`src/rtl/disp_pkg.sv`:
```
package disp_pkg;

    localparam int CLASS_W   = 4;
    localparam int NUM_PORTS = 5;
    localparam int NUM_MEM   = 3;

    // micro-op class codes
    localparam logic [CLASS_W-1:0] UC_ALU      = 4'd0;
    localparam logic [CLASS_W-1:0] UC_ALU_FULL = 4'd1;
    localparam logic [CLASS_W-1:0] UC_FADD     = 4'd2;
    localparam logic [CLASS_W-1:0] UC_FMUL     = 4'd3;
    localparam logic [CLASS_W-1:0] UC_FDIV     = 4'd4;
    localparam logic [CLASS_W-1:0] UC_FSQRT    = 4'd5;
    localparam logic [CLASS_W-1:0] UC_LOAD     = 4'd6;
    localparam logic [CLASS_W-1:0] UC_STADDR   = 4'd7;
    localparam logic [CLASS_W-1:0] UC_STDATA   = 4'd8;

    // port numbering
    localparam int PORT_SHARED = 0;
    localparam int PORT_ALU    = 1;
    localparam int PORT_MEM0   = 2;

    typedef enum logic [1:0] {
        LS_IDLE      = 2'd0,
        LS_DIV_BUSY  = 2'd1,
        LS_SQRT_BUSY = 2'd2
    } longop_state_e;

    function automatic int max_of(input int a, input int b);
        return (a > b) ? a : b;
    endfunction

    function automatic logic [CLASS_W-1:0] mem_class(input int k);
        case (k)
            0:       return UC_LOAD;
            1:       return UC_STADDR;
            default: return UC_STDATA;
        endcase
    endfunction

endpackage

```
`src/rtl/disp_oldest_pick.sv`:
```
// Selects the requesting slot with the lowest tag; lower index wins a tie.
module disp_oldest_pick #(
    parameter int N     = 5,
    parameter int TAG_W = 6
) (
    input  logic [N-1:0]       req,
    input  logic [N*TAG_W-1:0] tags,
    output logic [N-1:0]       win,
    output logic               any,
    output logic [TAG_W-1:0]   win_tag
);

    always_comb begin
        win     = '0;
        any     = 1'b0;
        win_tag = '0;
        for (int i = 0; i < N; i++) begin
            if (req[i] && (!any || (tags[i*TAG_W +: TAG_W] < win_tag))) begin
                any     = 1'b1;
                win_tag = tags[i*TAG_W +: TAG_W];
                win     = '0;
                win[i]  = 1'b1;
            end
        end
    end

endmodule

```
`src/rtl/disp_wb_ring.sv`:
```
// Writeback reservation ring: entry j marks a result due j cycles from now.
module disp_wb_ring #(
    parameter int DEPTH  = 30,
    parameter int TAG_W  = 6,
    parameter int NPROBE = 4,
    localparam int IW    = $clog2(DEPTH)
) (
    input  logic                clk,
    input  logic                rst_n,
    input  logic                rsv_en,
    input  logic [IW-1:0]       rsv_idx,
    input  logic [TAG_W-1:0]    rsv_tag,
    input  logic [NPROBE*IW-1:0] probe_idx,
    output logic [NPROBE-1:0]   probe_free,
    output logic                head_valid,
    output logic [TAG_W-1:0]    head_tag
);

    logic [DEPTH-1:0] occ;
    logic [TAG_W-1:0] tagq [DEPTH];

    always_ff @(posedge clk or negedge rst_n) begin
        if (!rst_n) begin
            occ <= '0;
            for (int j = 0; j < DEPTH; j++) tagq[j] <= '0;
        end else begin
            for (int j = 0; j < DEPTH-1; j++) begin
                occ[j]  <= occ[j+1];
                tagq[j] <= tagq[j+1];
            end
            occ[DEPTH-1]  <= 1'b0;
            tagq[DEPTH-1] <= '0;
            if (rsv_en) begin
                occ[rsv_idx]  <= 1'b1;
                tagq[rsv_idx] <= rsv_tag;
            end
        end
    end

    for (genvar p = 0; p < NPROBE; p++) begin : g_probe
        assign probe_free[p] = !occ[probe_idx[p*IW +: IW]];
    end

    assign head_valid = occ[0];
    assign head_tag   = tagq[0];

endmodule

```
`src/rtl/disp_longop_fsm.sv`:
```
// Occupancy of the shared non-pipelined divide / square-root unit.
module disp_longop_fsm
    import disp_pkg::*;
#(
    parameter int DIV_LAT  = 18,
    parameter int SQRT_LAT = 29,
    localparam int CW      = $clog2(max_of(DIV_LAT, SQRT_LAT) + 1)
) (
    input  logic clk,
    input  logic rst_n,
    input  logic start_div,
    input  logic start_sqrt,
    output logic ready
);

    longop_state_e state, state_nxt;
    logic [CW-1:0] remain, remain_nxt;

    // state register
    always_ff @(posedge clk or negedge rst_n) begin
        if (!rst_n) begin
            state  <= LS_IDLE;
            remain <= '0;
        end else begin
            state  <= state_nxt;
            remain <= remain_nxt;
        end
    end

    // transitions
    always_comb begin
        state_nxt  = state;
        remain_nxt = remain;
        unique case (state)
            LS_IDLE: begin
                if (start_div) begin
                    state_nxt  = LS_DIV_BUSY;
                    remain_nxt = CW'(DIV_LAT - 1);
                end else if (start_sqrt) begin
                    state_nxt  = LS_SQRT_BUSY;
                    remain_nxt = CW'(SQRT_LAT - 1);
                end
            end
            LS_DIV_BUSY, LS_SQRT_BUSY: begin
                if (remain <= CW'(1)) begin
                    state_nxt  = LS_IDLE;
                    remain_nxt = '0;
                end else begin
                    remain_nxt = remain - CW'(1);
                end
            end
            default: begin
                state_nxt  = LS_IDLE;
                remain_nxt = '0;
            end
        endcase
    end

    // outputs
    always_comb begin
        ready = (state == LS_IDLE);
    end

endmodule

```
`src/rtl/disp_port_steer.sv`:
```
module disp_port_steer
    import disp_pkg::*;
#(
    parameter int SLOTS    = 5,
    parameter int TAG_W    = 6,
    parameter int ADD_LAT  = 3,
    parameter int MUL_LAT  = 5,
    parameter int DIV_LAT  = 18,
    parameter int SQRT_LAT = 29
) (
    input  logic                       clk,
    input  logic                       rst_n,
    input  logic [SLOTS-1:0]           uop_valid,
    input  logic [SLOTS*CLASS_W-1:0]   uop_class,
    input  logic [SLOTS*TAG_W-1:0]     uop_tag,
    output logic [SLOTS-1:0]           slot_grant,
    output logic [NUM_PORTS-1:0]       port_fire,
    output logic [NUM_PORTS*TAG_W-1:0] port_tag,
    output logic                       done_valid,
    output logic [TAG_W-1:0]           done_tag
);

    localparam int MAX_LAT    = max_of(max_of(ADD_LAT, MUL_LAT), max_of(DIV_LAT, SQRT_LAT));
    localparam int RING_DEPTH = MAX_LAT + 1;
    localparam int RIDX_W     = $clog2(RING_DEPTH);

    logic [SLOTS-1:0] is_alu, is_full, fp_ok;
    logic [SLOTS-1:0] mem_req [NUM_MEM];
    logic [3:0]       probe_free;
    logic             lng_ready;

    // per-slot decode
    for (genvar g = 0; g < SLOTS; g++) begin : g_dec
        logic [CLASS_W-1:0] cls;
        assign cls        = uop_class[g*CLASS_W +: CLASS_W];
        assign is_alu[g]  = uop_valid[g] && (cls == UC_ALU);
        assign is_full[g] = uop_valid[g] && (cls == UC_ALU_FULL);
        assign fp_ok[g]   = uop_valid[g] && (
                              ((cls == UC_FADD)  && probe_free[0]) ||
                              ((cls == UC_FMUL)  && probe_free[1]) ||
                              ((cls == UC_FDIV)  && lng_ready && probe_free[2]) ||
                              ((cls == UC_FSQRT) && lng_ready && probe_free[3]));
        for (genvar k = 0; k < NUM_MEM; k++) begin : g_mem
            assign mem_req[k][g] = uop_valid[g] && (cls == mem_class(k));
        end
    end

    // simple-integer port picks first
    logic [SLOTS-1:0] p1_win;
    logic             p1_any;
    logic [TAG_W-1:0] p1_tag;

    disp_oldest_pick #(.N(SLOTS), .TAG_W(TAG_W)) u_pick_alu (
        .req(is_alu), .tags(uop_tag), .win(p1_win), .any(p1_any), .win_tag(p1_tag)
    );

    // shared integer / FP port takes the oldest remaining candidate
    logic [SLOTS-1:0] p0_req, p0_win;
    logic             p0_any;
    logic [TAG_W-1:0] p0_tag;

    assign p0_req = (is_full | fp_ok | is_alu) & ~p1_win;

    disp_oldest_pick #(.N(SLOTS), .TAG_W(TAG_W)) u_pick_shared (
        .req(p0_req), .tags(uop_tag), .win(p0_win), .any(p0_any), .win_tag(p0_tag)
    );

    // memory ports
    logic [SLOTS-1:0] mem_win [NUM_MEM];
    logic [NUM_MEM-1:0] mem_any;
    logic [TAG_W-1:0] mem_tag [NUM_MEM];

    for (genvar k = 0; k < NUM_MEM; k++) begin : g_mport
        disp_oldest_pick #(.N(SLOTS), .TAG_W(TAG_W)) u_pick_mem (
            .req(mem_req[k]), .tags(uop_tag), .win(mem_win[k]),
            .any(mem_any[k]), .win_tag(mem_tag[k])
        );
    end

    // FP issue bookkeeping for the shared-port winner
    logic [CLASS_W-1:0] win_cls;
    logic               rsv_en, start_div, start_sqrt;
    int                 rsv_lat;
    logic [RIDX_W-1:0]  rsv_idx;

    always_comb begin
        win_cls = UC_ALU;
        for (int i = 0; i < SLOTS; i++) begin
            if (p0_win[i]) win_cls = uop_class[i*CLASS_W +: CLASS_W];
        end
        rsv_en     = 1'b0;
        rsv_lat    = 1;
        start_div  = 1'b0;
        start_sqrt = 1'b0;
        if (p0_any) begin
            case (win_cls)
                UC_FADD:  begin rsv_en = 1'b1; rsv_lat = ADD_LAT; end
                UC_FMUL:  begin rsv_en = 1'b1; rsv_lat = MUL_LAT; end
                UC_FDIV:  begin rsv_en = 1'b1; rsv_lat = DIV_LAT;  start_div  = 1'b1; end
                UC_FSQRT: begin rsv_en = 1'b1; rsv_lat = SQRT_LAT; start_sqrt = 1'b1; end
                default:  ;
            endcase
        end
        rsv_idx = RIDX_W'(rsv_lat - 1);
    end

    disp_wb_ring #(.DEPTH(RING_DEPTH), .TAG_W(TAG_W), .NPROBE(4)) u_ring (
        .clk        (clk),
        .rst_n      (rst_n),
        .rsv_en     (rsv_en),
        .rsv_idx    (rsv_idx),
        .rsv_tag    (p0_tag),
        .probe_idx  ({RIDX_W'(SQRT_LAT), RIDX_W'(DIV_LAT), RIDX_W'(MUL_LAT), RIDX_W'(ADD_LAT)}),
        .probe_free (probe_free),
        .head_valid (done_valid),
        .head_tag   (done_tag)
    );

    disp_longop_fsm #(.DIV_LAT(DIV_LAT), .SQRT_LAT(SQRT_LAT)) u_long (
        .clk        (clk),
        .rst_n      (rst_n),
        .start_div  (start_div),
        .start_sqrt (start_sqrt),
        .ready      (lng_ready)
    );

    // outputs
    always_comb begin
        slot_grant = p0_win | p1_win;
        for (int k = 0; k < NUM_MEM; k++) slot_grant = slot_grant | mem_win[k];
        port_fire = '0;
        port_tag  = '0;
        port_fire[PORT_SHARED] = p0_any;
        port_fire[PORT_ALU]    = p1_any;
        port_tag[PORT_SHARED*TAG_W +: TAG_W] = p0_tag;
        port_tag[PORT_ALU*TAG_W    +: TAG_W] = p1_tag;
        for (int k = 0; k < NUM_MEM; k++) begin
            port_fire[PORT_MEM0 + k]                 = mem_any[k];
            port_tag[(PORT_MEM0 + k)*TAG_W +: TAG_W] = mem_tag[k];
        end
    end

endmodule

```
`config.mk`:
```
export PLATFORM = sky130hd
export DESIGN_NAME = disp_port_steer
export DESIGN_NICKNAME = d
export VERILOG_FILES = /design/src/rtl/disp_pkg.sv /design/src/rtl/disp_oldest_pick.sv /design/src/rtl/disp_wb_ring.sv /design/src/rtl/disp_longop_fsm.sv /design/src/rtl/disp_port_steer.sv
export SDC_FILE = /design/constraint.sdc
export NUM_CORES = 1
export LEC_CHECK = 0
export ABC_AREA = 0
export BUFFER_PORTS_ARGS = -buffer_cell sky130_fd_sc_hd__buf_2
export CAP_MARGIN = 10
export CORE_MARGIN = 2
export CORE_UTILIZATION = 61
export CTS_CLUSTER_SIZE = 40
export DETAILED_ROUTE_END_ITERATION = 8
export GPL_TIMING_DRIVEN = 0
export PLACE_DENSITY_LB_ADDON = 0.1
export SLEW_MARGIN = 20
export SYNTH_ARGS = -nofsm -noshare
export SYNTH_HDL_FRONTEND = slang
export SYNTH_SLANG_ARGS = --single-unit
```
`constraint.sdc`:
```
create_clock -name clk -period 36 [get_ports clk]
set_clock_uncertainty 0.1 [all_clocks]
set_input_delay 9 -clock clk [delete_from_list [all_inputs] [get_ports clk]]
set_output_delay 9 -clock clk [all_outputs]
set_load 0.01 [all_outputs]
```
==> metrics.md, run 1 <==
| Metric | Value |
|---|---|
| Residual DRC count | 0 |
| Finish-stage setup viols | 0 |
| Peak supply drop | between 0.00004 and 0.00005 V |
| Pre-antenna DRT Iters | 5 |
| Hold-fix buffers, CTS | 0 |
| Final hold vios | 0 |
| CP max stage cell | a211o_1 |
| Fmax achieved | 0.0288 GHz |
| Crit path max fanout | 10 |
| Synth unique cells | 86 |
| DP HPWL | 23.5 mm |
| Synth-to-Final Area Change | 13.8% |
| Crit-path leading delay family | compound AO/OA/AOI/OAI gates |
| CP Class | input port to output port |
| Yosys top cell by area | dfrtp_1 |
| Worst Setup End Kind | output port |
| Die area | ~22000 sq um |
| Sink Count | roughly 220 |
| Max-cap violation count | 0 |
| Die W | between 100 and 150 um |
| FF+latch count, synth | about 220 |
| Layout fillers | 1543 |
| Hold endpoint | u_ring.tagq[160] |
| Pin count of the biggest net entering global routing | 108 |
| Worst Path Arrival | approximately 26000 ps |
| Final wirelength | 31.5 mm |
| LEAKAGE | 6.30 nW |
| Tmin final | 34730 ps |
| Hold path startpoint | u_ring.tagq[154] |
| Post-route ant nets | 0 |
| Initial DRC Count | 797 |
| CP Data Required Time | 26900 ps |
| Most frequent cells after synthesis | dfrtp_1, clkbuf_1, nand2_1, ha_1, nor2_1 |
| Routability-driven placement congestion ratio | 0.925 |
| Ys Warns | 0 |
| Syn_area_per_cell | 9.45 sq um |
| Diodes inserted | 0 |
| Primary FF master, synth | dfrtp_1 |
| Antenna violations before repair | 0 |
| Status | complete, no violations |
| Synth Cell Area | 12400 sq um |
| Area contributors post-synth | dfrtp_1, ha_1, clkbuf_1, nand2_1, a21oi_1 |
| Clock buffer depth | 3 |
| Crit share post-route | 96.5% |
| Core ar. | 20100 sq um |
| Clk root buf | clkbuf_16 |
| Setup TNS | 0 ps |
| Register-to-Register Path Depth | 51 |
| Initial Util | 61.7% |
| Register area share after synthesis | a little over two fifths |
| Max_slew headroom | between 20 and 30% |
| Synth top area share | 43.8% |
| Reg clk slew, reported paths | approximately 60 ps |
| Die height | 147 um |
| Startpoint class of the critical path | input port |
| Htree depth | 1 |
| Ports | around 100 |
| Vias per cell | between 5 and 6 |
| Number of buffers created by CTS | 21 |
| Hold depth | 1 |
| R2r endpoint | u_ring.tagq[162] |
| Wire length per cell | roughly 18 um |
| First-pass GRT wire length | 50.0 mm |
| Layout Nets | ~1600 |
| Global route total overflow | 0 |
| Post-synth ARST share | 100% |
| Number of synthesized flops with an enable pin | 0 |
| Syn Inst Count | between 1000 and 1500 |
| Buf/Inv on CP | 14 |
| Most frequent cell after synthesis | dfrtp_1 |
| R2R setup slack | about 25000 ps |
| Power, Total | approximately 0.68 mW |
| PwrDens | between 40 and 50 nW/um^2 |
| Worst-Skew Late Latency | around 500 ps |
| Worst slew pin tran | 1090 ps |
| R2R Path Start | u_long.state[1] |
| GRT Util Overall | 29.6% |
| Largest stage delay, worst path | 400 ps |
| Number of global-route vias before repair | 9620 |
| Hold Path Class | flop to flop |
| # port buffers | 99 |
| Fin. max-slew vios | 0 |
| CTS tree | done |
| Number of vias in the routed layout | 9951 |
| Share of layout cells above drive strength 1 | 16.9% |
| Site Rows | 52 |
==> worst reg2reg max path: cells and delay by family, from the launching register on <==
kind,cells,cell delay (ps)
flops,1,390
mux,2,780
fa+ha+maj,5,1280
simple gates,11,1930
compound gates,24,4710
buf+inv,9,1640
==> flip-flops by register name, summed over array words and instances (netlist names) <==
register / flops
u_ring.tagq: 174
u_long.state: 2
u_ring.head_tag: 6
u_ring.occ: 30
u_long.remain: 5
==> stage by stage <==
stage               setup WS (ps)  util (%)  hold WS [ps]  instance area (sq um)  cells
detailed placement            697      66.3           310                  13300   1690
global route               -0.314      70.2           324                  14100   1736
floorplan                    3490         -           305                  12400   1319
finish                       1270      70.2           316                  14100   1736
CTS                           574      69.7           315                  14000   1727
global placement             1010      66.0           305                  13300   1688
==> cells in the final DEF, fill, tap and decap left out, drive strengths merged, types with 5 or more instances in the layout <==
cell	synthesis	routed
o31a	9	9
a21oi	81	81
nor2b	17	17
o221ai	5	5
and2	13	13
mux2i	29	29
a21o	28	28
ha	104	104
buf	22	132
o22ai	7	7
mux2	42	42
nor2	84	84
a211o	6	6
and4	5	5
and3	9	9
nand4	19	19
o211ai	12	12
inv	74	76
nand2b	5	5
dfrtp	217	217
clkbuf	197	228
o21ai	61	61
a211oi	11	11
nand2	114	114
o31ai	8	8
conb	1	7
a31oi	5	5
o21a	13	13
nor3	17	17
or2	7	7
nand3	30	30
==> cell type report <==
class / count / area [sq um] / area share [%]
Multi-Input combinational cell: 809 / 5850 / 41.4
Sequential cell: 217 / 5430 / 38.5
Buffer: 219 / 912 / 6.46
Clock buffer: 31 / 633 / 4.48
Timing Repair Buffer: 110 / 628 / 4.45
Tap cell: 270 / 338 / 2.39
Inverter: 74 / 278 / 1.97
Clock inverter: 6 / 48.8 / 0.346
==> worst max-delay path by stage <==
stage	from	end	slack, ps	cells after the start
2_1_floorplan	uop_class[0]	slot_grant[2]	3490	80
3_3_place_gp	uop_valid[0]	slot_grant[2]	1010	82
3_5_place_dp	uop_valid[0]	slot_grant[2]	700	82
4_1_cts	uop_valid[0]	slot_grant[2]	570	82
5_1_grt	uop_class[1]	slot_grant[2]	-0.3	82
6_report	uop_class[1]	slot_grant[2]	1270	81
==> cells by family after synthesis <==
logic type,count (synthesis),synth area share [%]
mux,71,6.36
buf+inv,293,9.56
other cells,1,0.0302
simple gates,337,13.3
flops,217,43.8
compound gates,290,16.5
fa+ha+maj,104,10.5
==> layer usage <==
metal	up-vias	routed length, um	track usage [%]
met3	53	2470	4.97
met2	352	14800	48.1
met5	-	0	0
met1	4854	13600	42.0
met4	0	648	7.14
li1	4692	-	-
==> where the power goes <==
group          switching, mW  internal (mW)
combinational         0.0892         0.0684
clock                 0.0883          0.123
sequential            0.0171          0.289
==> repair_timing <==
| item | 4_1_cts | 5_1_grt |
|---|---|---|
| setup endpoints to repair | 0 | 11 |
| buffers inserted | 0 | 9 |
| gates resized for setup | 0 | 10 |
Power figures use the tool's default switching activity.
==> inputs of run 2 (changes only) <==
--- a/config.mk
+++ b/config.mk
@@ -5,11 +5,11 @@
 export SDC_FILE = /design/constraint.sdc
 export NUM_CORES = 1
 export LEC_CHECK = 0
-export ABC_AREA = 0
+export ABC_AREA = 1
 export BUFFER_PORTS_ARGS = -buffer_cell sky130_fd_sc_hd__buf_2
 export CAP_MARGIN = 10
 export CORE_MARGIN = 2
-export CORE_UTILIZATION = 61
+export CORE_UTILIZATION = 60
 export CTS_CLUSTER_SIZE = 40
 export DETAILED_ROUTE_END_ITERATION = 8
 export GPL_TIMING_DRIVEN = 0
==> run 2 against run 1 <==
  * Sequential cell count stayed put
  * Final cell count is 0.12% lower
  * Worst hold slack gained 7.0 ps
  * Global-route usage decreased by 2.5 points
  * Critical endpoint is now port_tag[3]
==> metrics.md, run 2 <==
| Metric | Value |
|---|---|
| Setup TNS | 0 ps (unchanged) |
| Global-route met2 utilization | 39.6% (was 48.1%) |
| Initial Util | 61.5% (was 61.7%) |
| Worst Path Arrival | 22210 ps (was 25630 ps) |
| Global route total overflow | 0 (unchanged) |
| Tmin final | 31310 ps (was 34730 ps) |
| Hold-fix buffers, CTS | 0 (unchanged) |
| Number of global-route vias before repair | 8348 (was 9620) |
| Max-cap violation count | 0 (unchanged) |
| Synth unique cells | 47 (was 86) |
| Ports | 104 (unchanged) |
| RSZ-0062 raised after global routing | no |
| Synth-to-Final Area Change | 12.6% (was 13.8%) |
| Syn_area_per_cell | 8.47 sq um (was 9.45 sq um) |
| Layout Nets | 1651 (was 1613) |
| Pin count of the biggest net entering global routing | 108 (unchanged) |
| Site Rows | 50 (was 52) |
| Die area | 20300 sq um (was 21500 sq um) |
| Hold Path Class | flop to flop (unchanged) |
| Htree depth | 1 (unchanged) |
| CP Data Required Time | 26900 ps (about the same) |
| Reg clk slew, reported paths | 70 ps (was 60 ps) |
| Residual DRC count | 0 (unchanged) |
| PwrDens | 48.7 nW/um^2 (was 47.8 nW/um^2) |
| CP Class | input port to output port (unchanged) |
| Clock buffer depth | 3 (unchanged) |
| Largest reg by FF count | u_ring.tagq (unchanged) |
| Met3 usage | 4.29% (was 4.97%) |
| GRT Util Overall | 27.1% (was 29.6%) |
| Pre-antenna DRT Iters | 5 (unchanged) |
| Most common cell after layout, fill and taps aside | nand2_1 (was dfrtp_1) |
| First-pass GRT wire length | 43.2 mm (was 50.0 mm) |
| Buf/Inv on CP | 17 (was 14) |
| CP max stage cell | o21ai_0 (was a211o_1) |
| CTS tree | done (unchanged) |
| Most frequent cells after synthesis | nand2_1, dfrtp_1, clkbuf_1, o21ai_0, ha_1 (was dfrtp_1, clkbuf_1, nand2_1, ha_1, nor2_1) |
| Syn Inst Count | 1361 (was 1313) |
| Post-synth ARST share | 100% (unchanged) |
| Number of vias in the routed layout | 9239 (was 9951) |
| LEAKAGE | 6.45 nW (was 6.30 nW) |
| Grt peak-use layer | met1 (was met2) |
| Wire length per cell | 15.5 um (was 18.1 um) |
| Share of layout cells above drive strength 1 | 14.1% (was 16.9%) |
| Max_slew headroom | 27.5% (was 27.2%) |
| Layout fillers | 1527 (was 1543) |
| Primary FF master, synth | dfrtp_1 (unchanged) |
| Die height | 143 um (was 147 um) |
| Number of synthesized flops with an enable pin | 0 (unchanged) |
| Initial DRC Count | 742 (was 797) |
| Core ar. | 18800 sq um (was 20100 sq um) |
| Met1 usage | 44.3% (was 42.0%) |
| Post-cts sizing count | 0 (unchanged) |
| Clk root buf | clkbuf_16 (unchanged) |
| Most frequent cell after synthesis | nand2_1 (was dfrtp_1) |
| FF+latch count, synth | 217 (unchanged) |
| Most frequent cells in the layout | nand2_1, dfrtp_1, clkbuf_1 (was dfrtp_1, clkbuf_1, nand2_1) |
| Area contributors post-synth | dfrtp_1, ha_1, nand2_1, clkbuf_1, o21ai_0 (was dfrtp_1, ha_1, clkbuf_1, nand2_1, a21oi_1) |
| # port buffers | 100 (was 99) |
| Antenna violations before repair | 3 (was 0) |
| Routability-driven placement congestion ratio | 0.934 (was 0.925) |
| Crit path max fanout | 10 (unchanged) |
| Post-route ant nets | 0 (unchanged) |
| Worst Setup End Kind | output port (unchanged) |
| Synth Cell Area | 11500 sq um (was 12400 sq um) |
| Sink Count | 217 (unchanged) |
| Worst slew pin tran | 1080 ps (was 1090 ps) |
| Crit-path leading delay family | simple AND/OR/NAND/NOR gates (was compound AO/OA/AOI/OAI gates) |
| Startpoint class of the critical path | input port (unchanged) |
| Number of buffers created by CTS | 19 (was 21) |
| Vias per cell | 5.33 (was 5.73) |
| Footprint of the multi-input gates | 4810 sq um (was 5850 sq um) |
| Die W | 143 um (was 147 um) |
| Finish-stage setup viols | 0 (unchanged) |
| Final hold vios | 0 (unchanged) |
| Synth top area share | 47.1% (was 43.8%) |
| DP HPWL | 20.3 mm (was 23.5 mm) |
| Crit share post-route | 87.0% (was 96.5%) |
| Post-CTS setup buffers | 0 (unchanged) |
| Yosys top cell by area | dfrtp_1 (unchanged) |
| Number of flip-flops in the largest register | 174 (unchanged) |
| Finished Core Util | 69.2% (was 70.2%) |
| Reg area | 5430 sq um (unchanged) |
| Register area share after synthesis | 47.1% (was 43.8%) |
| Peak supply drop | 0.0000428 V (was 0.0000420 V) |
| CP dominant cell by count | nand2_1 |
| Ys Warns | 0 (unchanged) |
| Worst-Skew Late Latency | 470 ps (was 500 ps) |
| Largest stage delay, worst path | 450 ps (was 400 ps) |
| Final wirelength | 27.0 mm (was 31.5 mm) |
| R2R setup slack | 27980 ps (was 25020 ps) |
| Fin. max-slew vios | 0 (unchanged) |
| Status | complete, no violations (unchanged) |
| Fmax achieved | 0.0319 GHz (was 0.0288 GHz) |
## run 2: cell types whose count changed in the layout (fill, tap and decap cells not counted), moves of 11 or more
cell,change
nand2_2,+21
o21ai_1,+21
nand2_1,+182
a21o_1,-28
inv_1,+24
o21ai_0,+67
nor2b_1,-16
a21oi_1,-33
and2_1,-12
mux2i_1,-29
nand3_1,+11
mux2_2,-30
nor2_1,-42
## run 2: power by group
group	switching, mW	internal (mW)	leakage [nW]
sequential	0.0150	0.286	2.57
clock	0.0817	0.105	0.276
combinational	0.0870	0.0585	3.61
total	0.184	0.449	6.45
## run 2: metal layers
metal | share of wire (%) | wire length (um) | vias up
met3 | 8.2 | 2210 | 24
li1 | - | - | 4591
met5 | 0.10 | 27 | -
met2 | 41 | 11200 | 340
met1 | 50 | 13400 | 4280
met4 | 0.68 | 182 | 4
## run 2: worst paths after layout
path | startpoint | end | depth (start not counted)
worst min register to register | u_ring.tagq[168] | u_ring.head_tag[0] | 1
min in group asynchronous | rst_n | u_ring.occ[1] | 1
worst max register to register | u_long.state[0] | u_ring.tagq[75] | 52
worst max-delay path | uop_class[1] | port_tag[3] | 92
max in group asynchronous | rst_n | u_ring.tagq[52] | 2
worst min-delay path | u_ring.tagq[168] | u_ring.head_tag[0] | 1
## run 2: layout make-up
class / count / share of cell area (%)
Multi-Input combinational cell: 827 / 37.1
Antenna cell: 1 / 0.0193
Buffer: 213 / 6.93
Inverter: 110 / 3.18
Clock inverter: 3 / 0.135
Timing Repair Buffer: 102 / 4.36
Tap cell: 234 / 2.26
Sequential cell: 217 / 41.8
Clock buffer: 27 / 4.20
## run 2: metrics by stage
| step | cells | worst slack, ps | instance area, sq um | hold slack, ps | total power [mW] |
|---|---|---|---|---|---|
| 6_report | 1734 | 4690 | 13000 | 323 | 0.633 |
| 5_1_grt | 1733 | 3480 | 13000 | 335 | 0.671 |
| 4_1_cts | 1733 | 4980 | 13000 | 326 | 0.637 |
| 3_5_place_dp | 1703 | 5020 | 12400 | 309 | 0.449 |
| 3_3_place_gp | 1701 | 5090 | 12300 | 306 | 0.442 |
| 2_1_floorplan | 1367 | 7590 | 11600 | 305 | 0.399 |
## run 2: logic make-up (layout without fill, tap and decap cells)
family                     Yosys count  in the layout  share of synthesized area [%]
and+or+nand+nor                    471            471                           18.1
DFF                                217            217                           47.1
buffers and inverters              323            455                           11.4
AOI/OAI and AO/OA                  243            243                           12.0
other                                1              8                         0.0325
xor gates and xnor gates             2              2                          0.152
adders and majority gates          104            104                           11.3
==> inputs of run 3 (changes only) <==
--- a/config.mk
+++ b/config.mk
@@ -9,7 +9,7 @@
 export BUFFER_PORTS_ARGS = -buffer_cell sky130_fd_sc_hd__buf_2
 export CAP_MARGIN = 10
 export CORE_MARGIN = 2
-export CORE_UTILIZATION = 60
+export CORE_UTILIZATION = 45
 export CTS_CLUSTER_SIZE = 40
 export DETAILED_ROUTE_END_ITERATION = 8
 export GPL_TIMING_DRIVEN = 0
@@ -17,4 +17,5 @@
 export SLEW_MARGIN = 20
 export SYNTH_ARGS = -nofsm -noshare
 export SYNTH_HDL_FRONTEND = slang
+export SYNTH_HIERARCHICAL = 1
 export SYNTH_SLANG_ARGS = --single-unit
==> run 3 against run 2 <==
  * Power up 3.7%
  * First-iteration DRC count increased by 27%
  * Sequential cell count unchanged
  * Clock power increased by 13%
  * Sequential share of layout area shrank 10 points
  * Design area rose by 32%
  * Register-to-register slack lost 2900 ps
  * Largest power group unchanged
==> metrics.md, run 3 <==
| Metric | Value |
|---|---|
| Htree depth | 1 (unchanged) |
| CP Data Required Time | 26900 ps (about the same) |
| RSZ-0062 raised after global routing | no (unchanged) |
| Hold-fix buffers, CTS | 0 (unchanged) |
| Share of layout cells above drive strength 1 | 13.0% (was 14.1%) |
| Worst slew pin tran | 995 ps (was 1080 ps) |
| Most frequent cells after synthesis | nand2_1, inv_1, dfrtp_1, o21ai_0, nand3_1 (was nand2_1, dfrtp_1, clkbuf_1, o21ai_0, ha_1) |
| Antenna violations before repair | 0 (was 3) |
| CP dominant cell by count | nand2_1 (unchanged) |
| Vias per cell | 5.01 (was 5.33) |
| Most frequent cells in the layout | nand2_1, inv_1, dfrtp_1 (was nand2_1, dfrtp_1, clkbuf_1) |
| Worst Setup End Kind | output port (unchanged) |
| Synth unique cells | 43 (was 47) |
| Crit path max fanout | 10 (unchanged) |
| Hold_ws | 343 ps (was 323 ps) |
| Global route total overflow | 0 (unchanged) |
| Tmin final | 30680 ps (was 31310 ps) |
| CP max stage cell | o21ai_0 (unchanged) |
| Die W | 187 um (was 143 um) |
| Site Rows | 66 (was 50) |
| Final hold vios | 0 (unchanged) |
| Status | complete, no violations (unchanged) |
| Routability-driven placement congestion ratio | 0.899 (was 0.934) |
| Clock buffer depth | 3 (unchanged) |
| Register area share after synthesis | 36.1% (was 47.1%) |
| Wire length per cell | 15.3 um (was 15.5 um) |
| Number of flip-flops in the largest register | 174 (unchanged) |
| Max_slew headroom | 33.1% (was 27.5%) |
| Hold Path Class | flop to flop (unchanged) |
| Post-route ant nets | 0 (unchanged) |
| CP Class | input port to output port (unchanged) |
| Worst Path Arrival | 21580 ps (was 22210 ps) |
| Number of global-route vias before repair | 13300 (was 8348) |
| Synth Cell Area | 15000 sq um (was 11500 sq um) |
| Syn Inst Count | 2151 (was 1361) |
| Synth top area share | 36.1% (was 47.1%) |
| Power share of the sequential group | 40.2% (was 47.5%) |
| Sw power | 0.224 mW (was 0.184 mW) |
| Finish-stage setup viols | 0 (unchanged) |
| Peak supply drop | 0.0000355 V (was 0.0000428 V) |
| Crit share post-route | 85.2% (was 87.0%) |
| Post-CTS setup buffers | 0 (unchanged) |
| Largest reg by FF count | u_ring/tagq (was u_ring.tagq) |
| Pre-antenna DRT Iters | 5 (unchanged) |
| Initial DRC Count | 943 (was 742) |
| Syn_area_per_cell | 6.99 sq um (was 8.47 sq um) |
| FF+latch count, synth | 217 (unchanged) |
| Yosys top cell by area | dfrtp_1 (unchanged) |
| Largest stage delay, worst path | 340 ps (was 450 ps) |
| Fmax achieved | 0.0326 GHz (was 0.0319 GHz) |
| Max-cap violation count | 0 (unchanged) |
| Post-cts sizing count | 0 (unchanged) |
| Clk root buf | clkbuf_16 (unchanged) |
| Fin. max-slew vios | 0 (unchanged) |
| Residual DRC count | 0 (unchanged) |
| Die height | 187 um (was 143 um) |
| Synth-to-Final Area Change | 13.6% (was 12.6%) |
| Initial Util | 46.0% (was 61.5%) |
| Reg clk slew, reported paths | 70 ps (about the same) |
| Sink Count | 217 (unchanged) |
| Cell Int Power | 0.432 mW (was 0.449 mW) |
| LEAKAGE | 9.12 nW (was 6.45 nW) |
| Die area | 34900 sq um (was 20300 sq um) |
| Startpoint class of the critical path | input port (unchanged) |
| Pin count of the biggest net entering global routing | 81 (was 108) |
| Net Sw Frac | 34.2% (was 29.0%) |
| Layout Nets | 2517 (was 1651) |
| Power, Total | 0.656 mW (was 0.633 mW) |
| Area contributors post-synth | dfrtp_1, nand2_1, ha_1, o21ai_0, nand3_1 (was dfrtp_1, ha_1, nand2_1, clkbuf_1, o21ai_0) |
| Primary FF master, synth | dfrtp_1 (unchanged) |
| First-pass GRT wire length | 69.3 mm (was 43.2 mm) |
| CTS tree | done (unchanged) |
| GRT Util Overall | 24.5% (was 27.1%) |
| Ports | 104 (unchanged) |
| Most common cell after layout, fill and taps aside | nand2_1 (unchanged) |
| Final wirelength | 42.8 mm (was 27.0 mm) |
| DP HPWL | 33.8 mm (was 20.3 mm) |
| # port buffers | 103 (was 100) |
| Clock power frac | 32.2% (was 29.5%) |
| Post-synth ARST share | 100% (unchanged) |
| Core ar. | 32700 sq um (was 18800 sq um) |
| Worst-Skew Late Latency | 520 ps (was 470 ps) |
| Ys Warns | 6 (was 0) |
| Most frequent cell after synthesis | nand2_1 (unchanged) |
| PwrDens | 38.4 nW/um^2 (was 48.7 nW/um^2) |
| Comb pwr share | 27.6% (was 23.0%) |
| Number of buffers created by CTS | 23 (was 19) |
| Number of vias in the routed layout | 14100 (was 9239) |
| Setup TNS | 0 ps (unchanged) |
| Diodes inserted | 0 (was 1) |
| Number of synthesized flops with an enable pin | 0 (unchanged) |
run 3: cell count changes in the layout (fill, tap and decap cells not counted), sizes merged, moves of 11 or more:
cell	delta
nand2	+476
nor3	+16
o221ai	-11
a211oi	+11
clkbuf	-139
nand3	+139
buf	+22
nor2	+77
nand4	-18
o21ai	+77
conb	+69
a21oi	+24
inv	+130
run 3: cell type report:
cell class,instances,area (sq um)
Fill cell,3323,15600
Multi-Input combinational cell,1683,8530
Sequential cell,217,5430
Inverter,235,907
Clock buffer,30,612
Timing Repair Buffer,105,581
Tap cell,442,553
Buffer,90,454
Clock inverter,4,30.0
run 3: through the flow:
stage                     cell area, sq um  cells  util [%]  worst slack (ps)
after detailed placement             16500   2772      50.3              5560
final                                17100   2806      52.3              5320
after CTS                            17100   2806      52.3              5510
after floorplan                      15300   2225         -              7690
after global routing                 17100   2806      52.3              4050
after global placement               16400   2770      50.1              5870
run 3: power by group through the flow:
stage | registers (mW) | logic [mW] | clock network (mW)
floorplan | 0.265 | 0.123 | 0
global placement | 0.268 | 0.174 | 0
detailed placement | 0.268 | 0.178 | 0
CTS | 0.264 | 0.179 | 0.218
global route | 0.265 | 0.204 | 0.228
finish | 0.264 | 0.181 | 0.211
run 3: cell families after synthesis:
logic type               count (synthesis)  synth area share [%]
buffers and inverters                  325                  9.05
XOR/XNOR                                 1                0.0582
AND/OR/NAND/NOR                       1165                  33.9
adder cells (fa/ha/maj)                105                  8.73
other                                    2                0.0499
AO/OA/AOI/OAI                          336                  12.1
flip-flops                             217                  36.1
run 3: worst paths after layout:
| check | startpoint | endpoint | slack (ps) | depth (start not counted) |
|---|---|---|---|---|
| max | uop_class[0] | slot_grant[2] | 5320 | 91 |
| min | u_ring/tagq[61] | u_ring/tagq[67] | 340 | 2 |
| max reg2reg | u_ring/occ[29] | u_ring/head_tag[0] | 25080 | 70 |
| min reg2reg | u_ring/tagq[61] | u_ring/tagq[67] | 340 | 2 |
| max in group asynchronous | rst_n | u_ring/tagq[125] | 26300 | 3 |
| min in group asynchronous | rst_n | u_long/remain[1] | 8300 | 1 |
run 3: routing by layer:
metal  track usage, %  up-vias  share of wire [%]
met2             40.4      374                 45
met1             34.2     6409                 47
met3             2.70       65                5.5
li1                 -     7221                  -
met5                0        -                  0
met4             6.65        0                2.4
run 3: critical path, delay by kind of cell:
family | cells | cell delay (ps)
fa+ha+maj | 8 | 2370
compound gates | 18 | 3480
simple gates | 47 | 4080
buf+inv | 18 | 2600
